## config.mk

```make
export PLATFORM = sky130hd
export DESIGN_NAME = hc_cmd_reg
export DESIGN_NICKNAME = d
export VERILOG_FILES = /design/src/rtl/hc_cmd_pkg.sv /design/src/rtl/hc_cmd_seq.sv /design/src/rtl/hc_cmd_gate.sv /design/src/rtl/hc_cmd_reg.sv
export SDC_FILE = /design/constraint.sdc
export NUM_CORES = 1
export LEC_CHECK = 0
export BUFFER_PORTS_ARGS = -buffer_cell sky130_fd_sc_hd__buf_4
export CORE_UTILIZATION = 30
export CTS_CLUSTER_DIAMETER = 30
export DETAILED_ROUTE_END_ITERATION = 6
export GPL_ROUTABILITY_DRIVEN = 0
export PLACE_DENSITY = 0.81
export SYNTH_ARGS = -nofsm -noshare
export SYNTH_HDL_FRONTEND = slang
export SYNTH_SLANG_ARGS = --single-unit
```

## constraint.sdc

```tcl
create_clock -name clk_i -period 1.2 [get_ports clk_i]
set_clock_uncertainty 0.1 [all_clocks]
set_input_delay 0 -clock clk_i [delete_from_list [all_inputs] [get_ports clk_i]]
set_output_delay 0 -clock clk_i [all_outputs]
set_load 0.01 [all_outputs]
```

## src/rtl/hc_cmd_pkg.sv

```systemverilog
package hc_cmd_pkg;
  localparam int unsigned REG_W   = 32;
  localparam int unsigned NUM_OPS = 4;

  // register bit positions seen by software
  localparam int unsigned BIT_FULL_RST  = 1;
  localparam int unsigned BIT_INT_EN    = 2;
  localparam int unsigned BIT_ERR_EN    = 3;
  localparam int unsigned BIT_LIGHT_RST = 7;
  localparam int unsigned BIT_SAVE      = 8;
  localparam int unsigned BIT_RESTORE   = 9;

  typedef enum logic [1:0] {
    OP_FULL    = 2'd0,
    OP_LIGHT   = 2'd1,
    OP_SAVE    = 2'd2,
    OP_RESTORE = 2'd3
  } op_e;
endpackage

```

## src/rtl/hc_cmd_seq.sv

```systemverilog
module hc_cmd_seq
  import hc_cmd_pkg::*;
#(
  parameter bit LIGHT_EN = 1'b1
) (
  input  logic               clk_i,
  input  logic               rst_ni,
  input  logic               wr_en_i,
  input  logic [NUM_OPS-1:0] req_i,
  input  logic               halted_i,
  input  logic [NUM_OPS-1:0] done_i,
  output logic [NUM_OPS-1:0] busy_o,
  output logic               full_accept_o,
  output logic               illegal_o,
  output logic               conflict_o
);
  logic [NUM_OPS-1:0] busy_q, req_m, op_mask;
  logic any_busy, multi, has_req, conflict_set, full_bad, accept;
  logic illegal_q, conflict_q;

  always_comb begin
    op_mask = '1;
    op_mask[OP_LIGHT] = LIGHT_EN;
  end

  assign req_m        = req_i & op_mask;
  assign any_busy     = |busy_q;
  assign multi        = $countones(req_m) > 1;
  assign has_req      = wr_en_i && (|req_m);
  assign conflict_set = has_req && (any_busy || multi);
  assign full_bad     = has_req && !conflict_set && req_m[OP_FULL] && !halted_i;
  assign accept       = has_req && !conflict_set && !full_bad;
  assign full_accept_o = accept && req_m[OP_FULL];

  always_ff @(posedge clk_i or negedge rst_ni) begin
    if (!rst_ni) begin
      busy_q     <= '0;
      illegal_q  <= 1'b0;
      conflict_q <= 1'b0;
    end else begin
      for (int k = 0; k < NUM_OPS; k++) begin
        if (accept && req_m[k])  busy_q[k] <= 1'b1;
        else if (done_i[k])      busy_q[k] <= 1'b0;
      end
      illegal_q <= full_bad;
      if (conflict_set)       conflict_q <= 1'b1;
      else if (full_accept_o) conflict_q <= 1'b0;
    end
  end

  assign busy_o     = busy_q;
  assign illegal_o  = illegal_q;
  assign conflict_o = conflict_q;

  for (genvar k = 0; k < NUM_OPS; k++) begin : g_chk
    AST_RISE_ON_WRITE: assert property (@(posedge clk_i) disable iff (!rst_ni)
      $rose(busy_q[k]) |-> $past(wr_en_i && req_i[k]));
    AST_FALL_ON_DONE: assert property (@(posedge clk_i) disable iff (!rst_ni)
      $fell(busy_q[k]) |-> $past(done_i[k]));
  end

  AST_ONE_OP: assert property (@(posedge clk_i) disable iff (!rst_ni)
    $onehot0(busy_q));
  AST_FULL_WHEN_HALTED: assert property (@(posedge clk_i) disable iff (!rst_ni)
    $rose(busy_q[OP_FULL]) |-> $past(halted_i));
endmodule

```

## src/rtl/hc_cmd_gate.sv

```systemverilog
module hc_cmd_gate #(
  parameter int unsigned NUM_INTR = 4
) (
  input  logic                clk_i,
  input  logic                rst_ni,
  input  logic                wr_en_i,
  input  logic                int_en_wr_i,
  input  logic                err_en_wr_i,
  input  logic                full_accept_i,
  input  logic                rst_busy_i,
  input  logic                sys_err_i,
  input  logic [NUM_INTR-1:0] intr_req_i,
  output logic                int_en_o,
  output logic                err_en_o,
  output logic                irq_o,
  output logic                oob_err_o
);
  logic int_en_q, err_en_q;

  always_ff @(posedge clk_i or negedge rst_ni) begin
    if (!rst_ni) begin
      int_en_q <= 1'b0;
      err_en_q <= 1'b0;
    end else if (full_accept_i) begin
      int_en_q <= 1'b0;
      err_en_q <= 1'b0;
    end else if (wr_en_i && !rst_busy_i) begin
      int_en_q <= int_en_wr_i;
      err_en_q <= err_en_wr_i;
    end
  end

  assign int_en_o  = int_en_q;
  assign err_en_o  = err_en_q;
  assign irq_o     = int_en_q && (|intr_req_i);
  assign oob_err_o = err_en_q && sys_err_i;

  AST_EN_HELD_IN_RESET: assert property (@(posedge clk_i) disable iff (!rst_ni)
    rst_busy_i |-> (!int_en_q && !err_en_q));
endmodule

```

## src/rtl/hc_cmd_reg.sv

```systemverilog
module hc_cmd_reg
  import hc_cmd_pkg::*;
#(
  parameter int unsigned NUM_INTR     = 4,
  parameter bit          LIGHT_RST_EN = 1'b1
) (
  input  logic                clk_i,
  input  logic                rst_ni,
  input  logic                wr_en_i,
  input  logic [REG_W-1:0]    wr_data_i,
  output logic [REG_W-1:0]    rd_data_o,
  input  logic                halted_i,
  input  logic                sys_err_i,
  input  logic [NUM_INTR-1:0] intr_req_i,
  output logic                save_busy_o,
  output logic                restore_busy_o,
  output logic                full_rst_o,
  output logic                light_rst_o,
  input  logic                save_done_i,
  input  logic                restore_done_i,
  input  logic                full_rst_done_i,
  input  logic                light_rst_done_i,
  output logic                illegal_cmd_o,
  output logic                op_conflict_o,
  output logic                irq_o,
  output logic                oob_err_o
);
  logic [NUM_OPS-1:0] req, done, busy;
  logic full_accept, int_en, err_en;

  always_comb begin
    req = '0;
    req[OP_FULL]    = wr_data_i[BIT_FULL_RST];
    req[OP_LIGHT]   = wr_data_i[BIT_LIGHT_RST];
    req[OP_SAVE]    = wr_data_i[BIT_SAVE];
    req[OP_RESTORE] = wr_data_i[BIT_RESTORE];
    done = '0;
    done[OP_FULL]    = full_rst_done_i;
    done[OP_LIGHT]   = light_rst_done_i;
    done[OP_SAVE]    = save_done_i;
    done[OP_RESTORE] = restore_done_i;
  end

  hc_cmd_seq #(.LIGHT_EN(LIGHT_RST_EN)) u_seq (
    .clk_i         (clk_i),
    .rst_ni        (rst_ni),
    .wr_en_i       (wr_en_i),
    .req_i         (req),
    .halted_i      (halted_i),
    .done_i        (done),
    .busy_o        (busy),
    .full_accept_o (full_accept),
    .illegal_o     (illegal_cmd_o),
    .conflict_o    (op_conflict_o)
  );

  hc_cmd_gate #(.NUM_INTR(NUM_INTR)) u_gate (
    .clk_i         (clk_i),
    .rst_ni        (rst_ni),
    .wr_en_i       (wr_en_i),
    .int_en_wr_i   (wr_data_i[BIT_INT_EN]),
    .err_en_wr_i   (wr_data_i[BIT_ERR_EN]),
    .full_accept_i (full_accept),
    .rst_busy_i    (busy[OP_FULL]),
    .sys_err_i     (sys_err_i),
    .intr_req_i    (intr_req_i),
    .int_en_o      (int_en),
    .err_en_o      (err_en),
    .irq_o         (irq_o),
    .oob_err_o     (oob_err_o)
  );

  always_comb begin
    rd_data_o = '0;
    rd_data_o[BIT_FULL_RST]  = busy[OP_FULL];
    rd_data_o[BIT_INT_EN]    = int_en;
    rd_data_o[BIT_ERR_EN]    = err_en;
    rd_data_o[BIT_LIGHT_RST] = busy[OP_LIGHT];
    rd_data_o[BIT_SAVE]      = busy[OP_SAVE];
    rd_data_o[BIT_RESTORE]   = busy[OP_RESTORE];
  end

  assign save_busy_o    = busy[OP_SAVE];
  assign restore_busy_o = busy[OP_RESTORE];
  assign full_rst_o     = busy[OP_FULL];
  assign light_rst_o    = busy[OP_LIGHT];
endmodule

```

-- Yosys cells after proc, flatten, opt, wreduce, memory -nomap -nowiden
Cells that the tools add are included.
- $add $sub $neg: 3
- magnitude comparators: 1
- multiplexer cells: 14
- reductions and logical operators: 27
- operator list (operator ; number):
    adder 32 bit ; 1
    > comparator 32 x 2 -> 1 bit, second input constant ; 1
    two-way mux 1 bit ; 14
    logical AND 1 bit ; 13
    nonzero test 2 bit ; 6
    OR reduction 4 bit ; 3
    adder 1 x 1 -> 2 bit ; 2
    logical NOT 1 bit ; 4
    logical OR 1 bit ; 1
- register bits after elaboration: 8
- bits of input ports: 45
- output and inout bits: 40
- logic and storage cells: 53

-- Longest topological paths before layout
Gate-level depths: netlist (run 1).
- depth in word-level cells: 14
- depth in mapped cells: 7
- gate-level depth less buffers: 7

-- By module
Synthesis (run 1) repeated with hierarchy kept, for this count alone.
- cells, all modules: 76
- area, all modules: 689.4 um^2
- modules (own cells, without submodules) (module ; instances ; cells an instance ; area each (um^2) ; seq. area each (um^2)):
    hc_cmd_seq ; 1 ; 32 ; 326.6 ; 150.1
    hc_cmd_reg ; 1 ; 33 ; 244.0 ; 0.0
    hc_cmd_gate ; 1 ; 11 ; 118.9 ; 50.0

-- Worst setup path after synthesis (run 1)
Ideal clock, no wire load.
- kind: input -> register
- start: input wr_data_i[8]
- end: register u_seq.conflict_q, in the netlist u_seq.conflict_o
- library setup time: 0.121 ns
- arrival: 1.523 ns
- required time: 0.979 ns
- slack: -0.544 ns
- stages: 7
- buffers on the path: 0
- path through: inv_1 ha_1 and2_1 fa_1 nor4_4 nand3_4 a22o_1
- word-level cells in the longest chain between the ends: 13
- RTL lines (what ; line ; RTL):
    start, declared ; hc_cmd_reg.sv:10 ; input logic [REG_W-1:0] wr_data_i,
    adder 1 x 1 -> 2 bit (not written as such) ; hc_cmd_seq.sv:28 ; assign multi = $countones(req_m) > 1;
    adder 32 bit (not written as such) ; hc_cmd_seq.sv:28 ;
    > comparator 32 x 2 -> 1 bit ; hc_cmd_seq.sv:28 ;
    logical OR 1 bit ; hc_cmd_seq.sv:30 ; assign conflict_set = has_req && (any_busy || multi);
    logical AND 1 bit ; hc_cmd_seq.sv:30 ;
    logical NOT 1 bit ; hc_cmd_seq.sv:31, hc_cmd_seq.sv:32 ;
    logical AND 1 bit ; hc_cmd_seq.sv:31, hc_cmd_seq.sv:32 ;
    logical AND 1 bit (2 in a row) ; hc_cmd_seq.sv:31 ; assign full_bad = has_req && !conflict_set && req_m[OP_FULL] && !halted_i;
    logical NOT 1 bit ; hc_cmd_seq.sv:32 ; assign accept = has_req && !conflict_set && !full_bad;
    logical AND 1 bit ; hc_cmd_seq.sv:32 ;
    logical AND 1 bit ; hc_cmd_seq.sv:33 ; assign full_accept_o = accept && req_m[OP_FULL];
    nonzero test 2 bit (no source line) ; n/a ;
    end signal, assigned ; hc_cmd_seq.sv:39 ; conflict_q <= 1'b0;
    end signal, assigned ; hc_cmd_seq.sv:46 ; if (conflict_set) conflict_q <= 1'b1;
    end signal, assigned ; hc_cmd_seq.sv:47 ; else if (full_accept_o) conflict_q <= 1'b0;
    end, declared ; hc_cmd_seq.sv:19 ; logic illegal_q, conflict_q;
Several ways; a longest one is shown, not always the timed one.
A chain may end at the register's enable or synchronous reset.

-- Worst setup path in the final report (run 1)
- start: input wr_data_i[1]
- end: register u_seq.illegal_q, in the netlist u_seq.illegal_o
- word-level cells in the longest chain between the ends: 9
- RTL lines (what ; line ; RTL):
    adder 1 x 1 -> 2 bit (not written as such) ; hc_cmd_seq.sv:28 ;
    adder 32 bit (not written as such) ; hc_cmd_seq.sv:28 ;
    > comparator 32 x 2 -> 1 bit ; hc_cmd_seq.sv:28 ;
    logical OR 1 bit ; hc_cmd_seq.sv:30 ;
    logical AND 1 bit ; hc_cmd_seq.sv:30 ;
    logical NOT 1 bit ; hc_cmd_seq.sv:31 ;
    logical AND 1 bit ; hc_cmd_seq.sv:31 ;
    logical AND 1 bit * (2 in a row) ; hc_cmd_seq.sv:31 ;
    via u_seq.full_bad ; hc_cmd_seq.sv:18 ; logic any_busy, multi, has_req, conflict_set, full_bad, accept;
    end signal, assigned ; hc_cmd_seq.sv:45 ; illegal_q <= full_bad;
    end, declared ; hc_cmd_seq.sv:19 ;
The timed path passes the listed nets; every way through them passes the cells marked *.

==> impl_results.md, run 1 <==
- Status: finished with violations
- Failing checks: negative setup slack
- PnR Total Power: 1.11 mW
- Vias in the first global route: 573
- DRC violations left: 0
- Post-route ant nets: 0
- Commonest non-fill, non-tap cell in the layout: buf_4
- Wire length per cell: 10.4 um
- Die height: 51.5 um
- Sequential-to-total area share from yosys stat: 27.3%
- Clock-pin slew on the worst setup and hold paths: 0.06 ns
- Largest fanout on the critical path: 6
- Simple-gate share of the synthesized area: 13.1%
- #FFs+latches synth: 8
- Cell Area, Placed: 963 sq um
- Mapped Area: roughly 730 sq um
- H-tree depth: 1
- Synthesized-area fraction occupied by adder cells: 9.54%
- Antenna violations before repair: 0
- Slowest CP cell: fa_2
- Total gr overflow: 0
- CP Launch Type: input port
- First-pass GRT wire length: 2.41 mm
- GRT Overall Usage: 12.7%
- Layout Utilization: 50.4%
- Post-synthesis xor/xnor area fraction: 0%
- Clock root buffer: clkbuf_4
- Synth Warn #: 0
- Vias per cell: 4.05
- Total wire length: 1.56 mm
- Layout area overhead: 54.7%
- FMAX: 645 MHz
- Largest family of logic cells by synthesized area: buffers and inverters
- Synth unique cells: 19
- Final hold violation count: 0
- Cells after Synth: 76
- Worst vdd ir: 0.648 mV
- Core Region: around 2300 sq um
- Final setup fails: 8
- Compound-Gate Fraction of Synth Area: about a tenth
- Leak Pwr: 0.574 nW
- Clock sinks: 8
- CP cell instances: buf_8, inv_8, ha_4, and2_4, fa_2, nor4_4, nand3_4, buf_4, nor3b_2
- Die area: roughly 2700 sq um
- PwrDens: a little under 1000 nW/um^2
- Diodes inserted: 0
- Max Cap Viol: 0
- Multiplexer area fraction after synthesis: 3.07%
- Chip width: 51.5 um
- Setup ws final: -0.349 ns
- Initial Util: about a third
- Ratio of cells with drive above 1 in the final layout: around half
- Arrival @ worst endpoint: 1.62 ns
- Drt first pass iters: 4
- Fin crit share: 129%
- Slew Limit Fails: 0
- Largest net degree at the start of global routing: 9
- Data required, critical path: about 1.3 ns
- Yosys top cell area share: 32.7%
- Crit Path Class: in -> reg
- IO buf count: 32
- Num CTS Buffers: 3
- Tmin final: between 1.5 and 2 ns
- Hold Crit Class: in -> async
- Average cell area after synthesis: 9.66 sq um
- NumNets Final: 174
- Site Rows: 17
- Longest Clk Path Bufs: 2
- DR vias: 608
- Post-route design area: between 1000 and 1500 sq um
- CTS tree: yes
- Yosys top cell by area: buf_4
- RSZ-0062 raised after global routing: true
- Worst Setup End Kind: register
- Largest stage delay, worst path: roughly 0.46 ns
- Clk_lat worst skew: 0.25 ns
- Most frequent cells in the layout: buf_4 (36), conb_1 (26), dlygate4sd3_1 (9), dfrtp_1 (8)
- Dpl hpwl: 1.27 mm
- Initial DRC Count: 3
- Synth top area cells: buf_4 (33%), dfrtp_1 (27%), ha_1 (6.8%)
- Io pins: 85
==> synthesized netlist by cell type <==
cell type	count
buf_4	32
dfrtp_1	8
inv_1	8
ha_1	4
nand3_1	4
o22ai_1	4
and2_1	2
mux2_2	2
o21a_1	2
a21boi_2	1
a22o_1	1
conb_1	1
fa_1	1
nand2b_1	1
nand3_4	1
nor2b_1	1
nor3b_2	1
nor4_4	1
o41a_1	1
==> routing by layer <==
metal	share of wire, %	wire, um	GRT usage (%)
met2	54	848	22.9
met5	0	0	0
met4	2.2	35	6.31
met3	7.2	113	5.36
met1	36	565	12.2
==> registers in the layout, indices dropped and copies added, names as in the netlist <==
signal and cells:
u_seq.busy_o 4, u_seq.illegal_o 1, u_gate.err_en_o 1, u_gate.int_en_o 1
u_seq.conflict_o 1
==> power breakdown <==
part	switching (mW)	internal, mW
logic	0.248	0.313
registers	0.0314	0.308
clock network	0.0901	0.114
==> path summary, 6_finish.rpt <==
path	start	end	slack [ns]	cells after the start
worst max-delay path	wr_data_i[1]	u_seq.illegal_o	-0.35	9
worst min-delay path	rst_ni	u_seq.busy_o[1]	0.007	2
worst max register to register	u_seq.busy_o[3]	u_seq.illegal_o	-0.19	4
worst min register to register	u_seq.conflict_o	u_seq.conflict_o	0.43	1
max in group asynchronous	rst_ni	u_seq.conflict_o	0.86	2
min in group clk_i	halted_i	u_seq.illegal_o	0.02	3
==> logic make-up after synthesis <==
group / after synthesis
AOI/OAI and AO/OA: 9
adders and majority gates: 5
buffers and inverters: 40
DFF: 8
muxes: 2
other: 1
and+or+nand+nor: 11
==> repair_timing <==
| item | CTS | global route |
|---|---|---|
| pin swaps | 3 | 2 |
| hold buffers | 8 | 1 |
| gates resized for setup | 9 | 1 |
| setup endpoints to repair | 8 | 8 |
| buffers inserted | 1 | 1 |
| endpoints found under the hold margin | 13 | 1 |
==> layout make-up <==
type / instances / area [sq um]
clock buffer: 3 / 22.5
fill: 208 / 1120
inverter: 8 / 47.5
multi-input combinational: 53 / 407
sequential: 8 / 200
tap: 28 / 35.0
timing repair buffer: 50 / 424
==> per-stage QoR <==
| stage | hold slack [ns] | setup TNS [ns] | worst slack, ns | cells |
|---|---|---|---|---|
| CTS | 0.00599 | -2.32 | -0.341 | 148 |
| finish | 0.00749 | -2.38 | -0.349 | 150 |
| floorplan | -0.396 | -2.39 | -0.410 | 101 |
| global placement | -0.279 | -3.97 | -0.565 | 136 |
| detailed placement | -0.276 | -4.53 | -0.634 | 136 |
| global route | 0.0267 | -2.83 | -0.408 | 150 |
==> critical path: cells and delay by family <==
family        cells  cell delay (ns)
fa+ha+maj         2             0.64
simple gates      4             0.66
buf+inv           3             0.31
(Power assumes the default switching activity.)
==> run 2, diff against run 1 <==
Settings changed: CELL_PAD_IN_SITES_DETAIL_PLACEMENT set to 0, CELL_PAD_IN_SITES_GLOBAL_PLACEMENT set to 2, CORE_UTILIZATION 30 to 14, PLACE_DENSITY 0.81 to 0.8.
==> impl_results.md, run 2 (synthesis results as in run 1) <==
- Register area: approximately 200 sq um
- Initial Util: 15.1%
- Post-route design area: between 1000 and 1500 sq um
- Antenna violations before repair: 0
- Reg2reg start: u_seq.busy_o[3]
- Io pins: 85
- First-pass GRT wire length: 2.47 mm
- CTS tree: yes
- Clock sinks: 8
- FMAX: 657 MHz
- DRC violations left: 0
- Slowest CP cell: fa_2
- Reg2Reg Depth: 3
- Clock-pin slew on the worst setup and hold paths: 0.04 ns
- Vias in the first global route: 557
- Area of the multi-input gates: 414 sq um
- Post-Place Cells: between 150 and 200
- Fin crit share: 127%
- CP cell instances: buf_8, inv_8, ha_4, and2_4, fa_2, nor4_4, nand3_4, a22o_1
- DR vias: 569
- Setup_tns: -2.13 ns
- Largest fanout on the critical path: 7
- Diodes inserted: 0
- RR Endpoint: u_seq.conflict_o
- Wire length per cell: 8.93 um
- Initial DRC Count: 22
- Hold Crit Class: in -> reg
- Core Region: 4880 sq um
- Tmin final: 1.52 ns
- RSZ-0062 raised after global routing: true
- Vias per cell: 3.06
- Final Non-Filler Cells: about 190
- Total gr overflow: 0
- Num CTS Buffers: 3
- Max Cap Viol: 0
- Final setup fails: 8
- Commonest non-fill, non-tap cell in the layout: buf_4
- PwrDens: 1010 nW/um^2
- Dpl hpwl: between 1 and 1.5 mm
- Hold path startpoint: wr_data_i[3]
- Clk_lat worst skew: 0.22 ns
- Crit Path Class: in -> reg
- Chip width: about 74 um
- Setup ws final: -0.323 ns
- Clock root buffer: clkbuf_8
- IO buf count: 32
- Die height: roughly 74 um
- H-tree depth: 1
- Hold EP: u_gate.err_en_o
- Layout fillers: around 540
- Arrival @ worst endpoint: 1.53 ns
- Post-route ant nets: 0
- Data required, critical path: 1.21 ns
- Max reg flops: 4
- Layout area overhead: 61.7%
- WHS Path Cells: 3
- Worst vdd ir: 0.470 mV
- Placement-stage worst setup slack: -0.597 ns
- Slew Limit Fails: 0
- WP buf/inv: 2
- GRT Overall Usage: 6.07%
- Status: finished with violations
- Die area: roughly 5500 sq um
- Cell Area, Placed: 1010 sq um
- Longest Clk Path Bufs: 2
- Leak Pwr: 0.570 nW
- Final hold violation count: 0
- Worst Setup End Kind: register
- Largest stage delay, worst path: about 0.45 ns
- Largest net degree at the start of global routing: 9
- Ratio of cells with drive above 1 in the final layout: 50.4%
- R2r setup slk: -0.15 ns
- Drt first pass iters: 3
- Total wire length: about 1.7 mm
- PnR Total Power: 1.20 mW
- Site Rows: 25
- Crit-path leading delay family: adder cells
- NumNets Final: between 150 and 200
- Failing checks: negative setup slack
- Most frequent cells in the layout: buf_4 (35), conb_1 (26), dfrtp_1 (8), dlygate4sd3_1 (7)
- CP Launch Type: input port
## run 2: cell types whose count changed in the layout (fill, tap and decap cells not counted), sizes merged
cell,change
dlygate4sd3,-2
buf,-1
## run 2: worst max-delay path by stage
stage,from,depth (start not counted),to,slack (ns)
after detailed placement,wr_data_i[1],8,u_seq.conflict_o,-0.60
after CTS,wr_data_i[1],8,u_seq.conflict_o,-0.32
after global routing,wr_data_i[1],8,u_seq.conflict_o,-0.38
final,wr_data_i[1],8,u_seq.conflict_o,-0.32
after floorplan,wr_data_i[1],7,u_seq.conflict_o,-0.41
after global placement,wr_data_i[1],8,u_seq.conflict_o,-0.57
## run 2: layer usage
metal / global-route usage, % / wire [um] / vias to the layer above
met5: 0 / 0 / -
met4: 1.89 / 25 / 0
met3: 2.30 / 144 / 2
met2: 11.7 / 900 / 33
met1: 5.90 / 590 / 259
li1: - / - / 275
## run 2: stage by stage
step	util (%)	hold WS, ns
final	24.3	0.0241
after global routing	24.3	0.0418
after detailed placement	20.7	-0.277
after global placement	20.7	-0.279
after CTS	23.9	0.0264
after floorplan	-	-0.396
## run 2: timing repair
action / 4_1_cts / 5_1_grt
endpoints found under the hold margin: 12 / 0
setup endpoints to repair: 8 / 8
buffers inserted: 0 / 1
pin swaps: 3 / 2
hold buffers: 7 / 0
resized for setup: 10 / 2
## run 2: power by group
group	internal [mW]	switching (mW)
Clock	0.216	0.0910
Sequential	0.309	0.0324
Combinational	0.302	0.249
Total	0.827	0.373
## run 2: worst register-to-register path: stages, from the launching register on
cell and delay, ns:
dfrtp_1 0.41, nor4_4 0.33, nand3_4 0.15, a22o_1 0.25
## run 2: layout make-up
cell class,instances,area share [%]
multi-input cells,53,34.9
clock buffers,3,3.48
inverters,8,4.00
well taps,67,7.06
flip-flops and latches,8,16.9
repair buffers,47,33.7
==> run 3, diff against run 2 <==
--- a/config.mk
+++ b/config.mk
@@ -15,2 +15,3 @@
 export PLACE_DENSITY = 0.8
+export RECOVER_POWER = 100
 export SYNTH_ARGS = -nofsm -noshare
==> constraint.sdc (replaced) <==
create_clock -name clk_i -period 1.2 [get_ports clk_i]
set_clock_uncertainty 0.1 [all_clocks]
set_input_delay 0.18 -clock clk_i [delete_from_list [all_inputs] [get_ports clk_i]]
set_output_delay 0.18 -clock clk_i [all_outputs]
set_load 0.01 [all_outputs]
==> impl_results.md, run 3 (synthesis results as in run 1) <==
- Status: finished with violations
- Failing checks: negative setup slack
- Metal2 WL: 856 um
- Top layer in use: met4
- First-pass GRT wire length: 2.42 mm
- Tmin final: 1.69 ns
- Internal Pwr Total: 0.792 mW
- Dpl hpwl: 1.32 mm
- Die height: roughly 74 um
- Crit Path Class: in -> reg
- Max reg flops: 4
- NumNets Final: 165
- Post-route ant nets: 0
- DRC violations left: 0
- Hold Crit Class: in -> reg
- Commonest non-fill, non-tap cell in the layout: conb_1
- Sw Pwr: around 0.38 mW
- Vias in the first global route: around 550
- Final setup fails: 10
- Worst Setup End Kind: register
- Data required, critical path: 1.21 ns
- Vias per cell: 3.16
- Wire length per cell: 8.82 um
- Clk_lat worst skew: 0.23 ns
- PwrDens: 1060 nW/um^2
- Io pins: 85
- Diodes inserted: 0
- Clock root buffer: clkbuf_8
- Post-Place Cells: 175
- Clk pwr share: 27.7%
- CTS tree: yes
- Layout fillers: 551
- Setup_tns: -3.34 ns
- Hold slack: 0.0383 ns
- Num CTS Buffers: 3
- Post-route design area: around 1100 sq um
- Slew Limit Fails: 0
- Drt first pass iters: 4
- FMAX: ~590 MHz
- Total gr overflow: 0
- Switching part of the total: 32.4%
- Largest net degree at the start of global routing: 9
- RSZ-0062 raised after global routing: true
- Ratio of cells with drive above 1 in the final layout: a little under half
- Final Non-Filler Cells: 180
- Die area: 5540 sq um
- Initial DRC Count: 21
- Most frequent cells in the layout: conb_1 (26), buf_4 (24), dfrtp_1 (8), clkbuf_1 (6)
- Placement-stage worst setup slack: -0.775 ns
- Cell Area, Placed: 1010 sq um
- Layout area overhead: 51.3%
- Longest Clk Path Bufs: 2
- Chip width: 74.4 um
- Max Cap Viol: 0
- Initial Util: 15.1%
- PnR Total Power: roughly 1.2 mW
- Clock sinks: 8
- GRT Overall Usage: 6.04%
- DR vias: 568
- Arrival @ worst endpoint: 1.71 ns
- Met3 routed WL: about 150 um
- Clock-pin slew on the worst setup and hold paths: 0.04 ns
- Largest fanout on the critical path: 7
- CP Launch Type: input port
- Total wire length: 1.59 mm
- H-tree depth: 1
- Metal1 wirelength: between 500 and 600 um
- Worst vdd ir: 0.353 mV
- Setup ws final: -0.494 ns
- Layout Utilization: about 23%
- IO buf count: 32
- Core Region: 4880 sq um
- Leak Pwr: between 0.5 and 0.6 nW
- Gate power share: 43.3%
- Seq pwr share: between 20% and 30%
- Antenna violations before repair: 0
- Final hold violation count: 0
- Site Rows: 25
- Fin crit share: 141%
run 3: cell count changes in the layout (fill, tap and decap cells not counted), sizes merged:
| cell | change |
|---|---|
| dlygate4sd3 | -6 |
| buf | -8 |
| clkbuf | +8 |
run 3: worst max-delay path, stage by stage:
cell and delay [ns]:
buf_8 0.11, inv_8 0.04, ha_4 0.18, and2_4 0.15, fa_2 0.45, nor4_4 0.19
nand3_4 0.15, a22o_1 0.26
run 3: final cells by class:
class,instances,area [sq um],share of cell area [%]
inverters,8,47.5,4.28
well taps,67,83.8,7.55
flip-flops and latches,8,200,18.0
clock buffers,3,41.3,3.72
multi-input cells,53,408,36.7
repair buffers,41,330,29.7
run 3: timing repair:
action,4_1_cts,5_1_grt
cloned,0,0
endpoints found under the setup margin,13,13
hold endpoints to repair,8,0
pin swaps,3,3
resized for setup,10,7
hold buffers,1,0
buffers inserted,1,1
run 3: worst paths after layout:
path | start | end | slack, ns | cells past startpoint
max in group asynchronous | rst_ni | u_seq.conflict_o | 0.40 | 2
setup reg to reg | u_seq.busy_o[3] | u_seq.conflict_o | -0.15 | 3
hold / removal | full_rst_done_i | u_seq.busy_o[0] | 0.04 | 2
setup / recovery | wr_data_i[1] | u_seq.conflict_o | -0.49 | 8
min in group asynchronous | rst_ni | u_seq.busy_o[1] | 0.31 | 2
hold reg to reg | u_seq.conflict_o | u_seq.conflict_o | 0.41 | 1
run 3: power by group through the flow:
| stage | Combinational, mW | Clock (mW) | Sequential (mW) |
|---|---|---|---|
| 6_report | 0.508 | 0.325 | 0.340 |
| 4_1_cts | 0.514 | 0.334 | 0.341 |
| 3_5_place_dp | 0.467 | 0 | 0.345 |
| 5_1_grt | 0.561 | 0.345 | 0.347 |
| 2_1_floorplan | 0.328 | 0 | 0.354 |
| 3_3_place_gp | 0.470 | 0 | 0.344 |
run 3: per-layer routing:
layer  track usage [%]  vias to the layer above
li1                  -                      264
met1              5.66                      267
met2              11.3                       33
met3              1.90                        4
met4              3.77                        0
met5                 0                        -
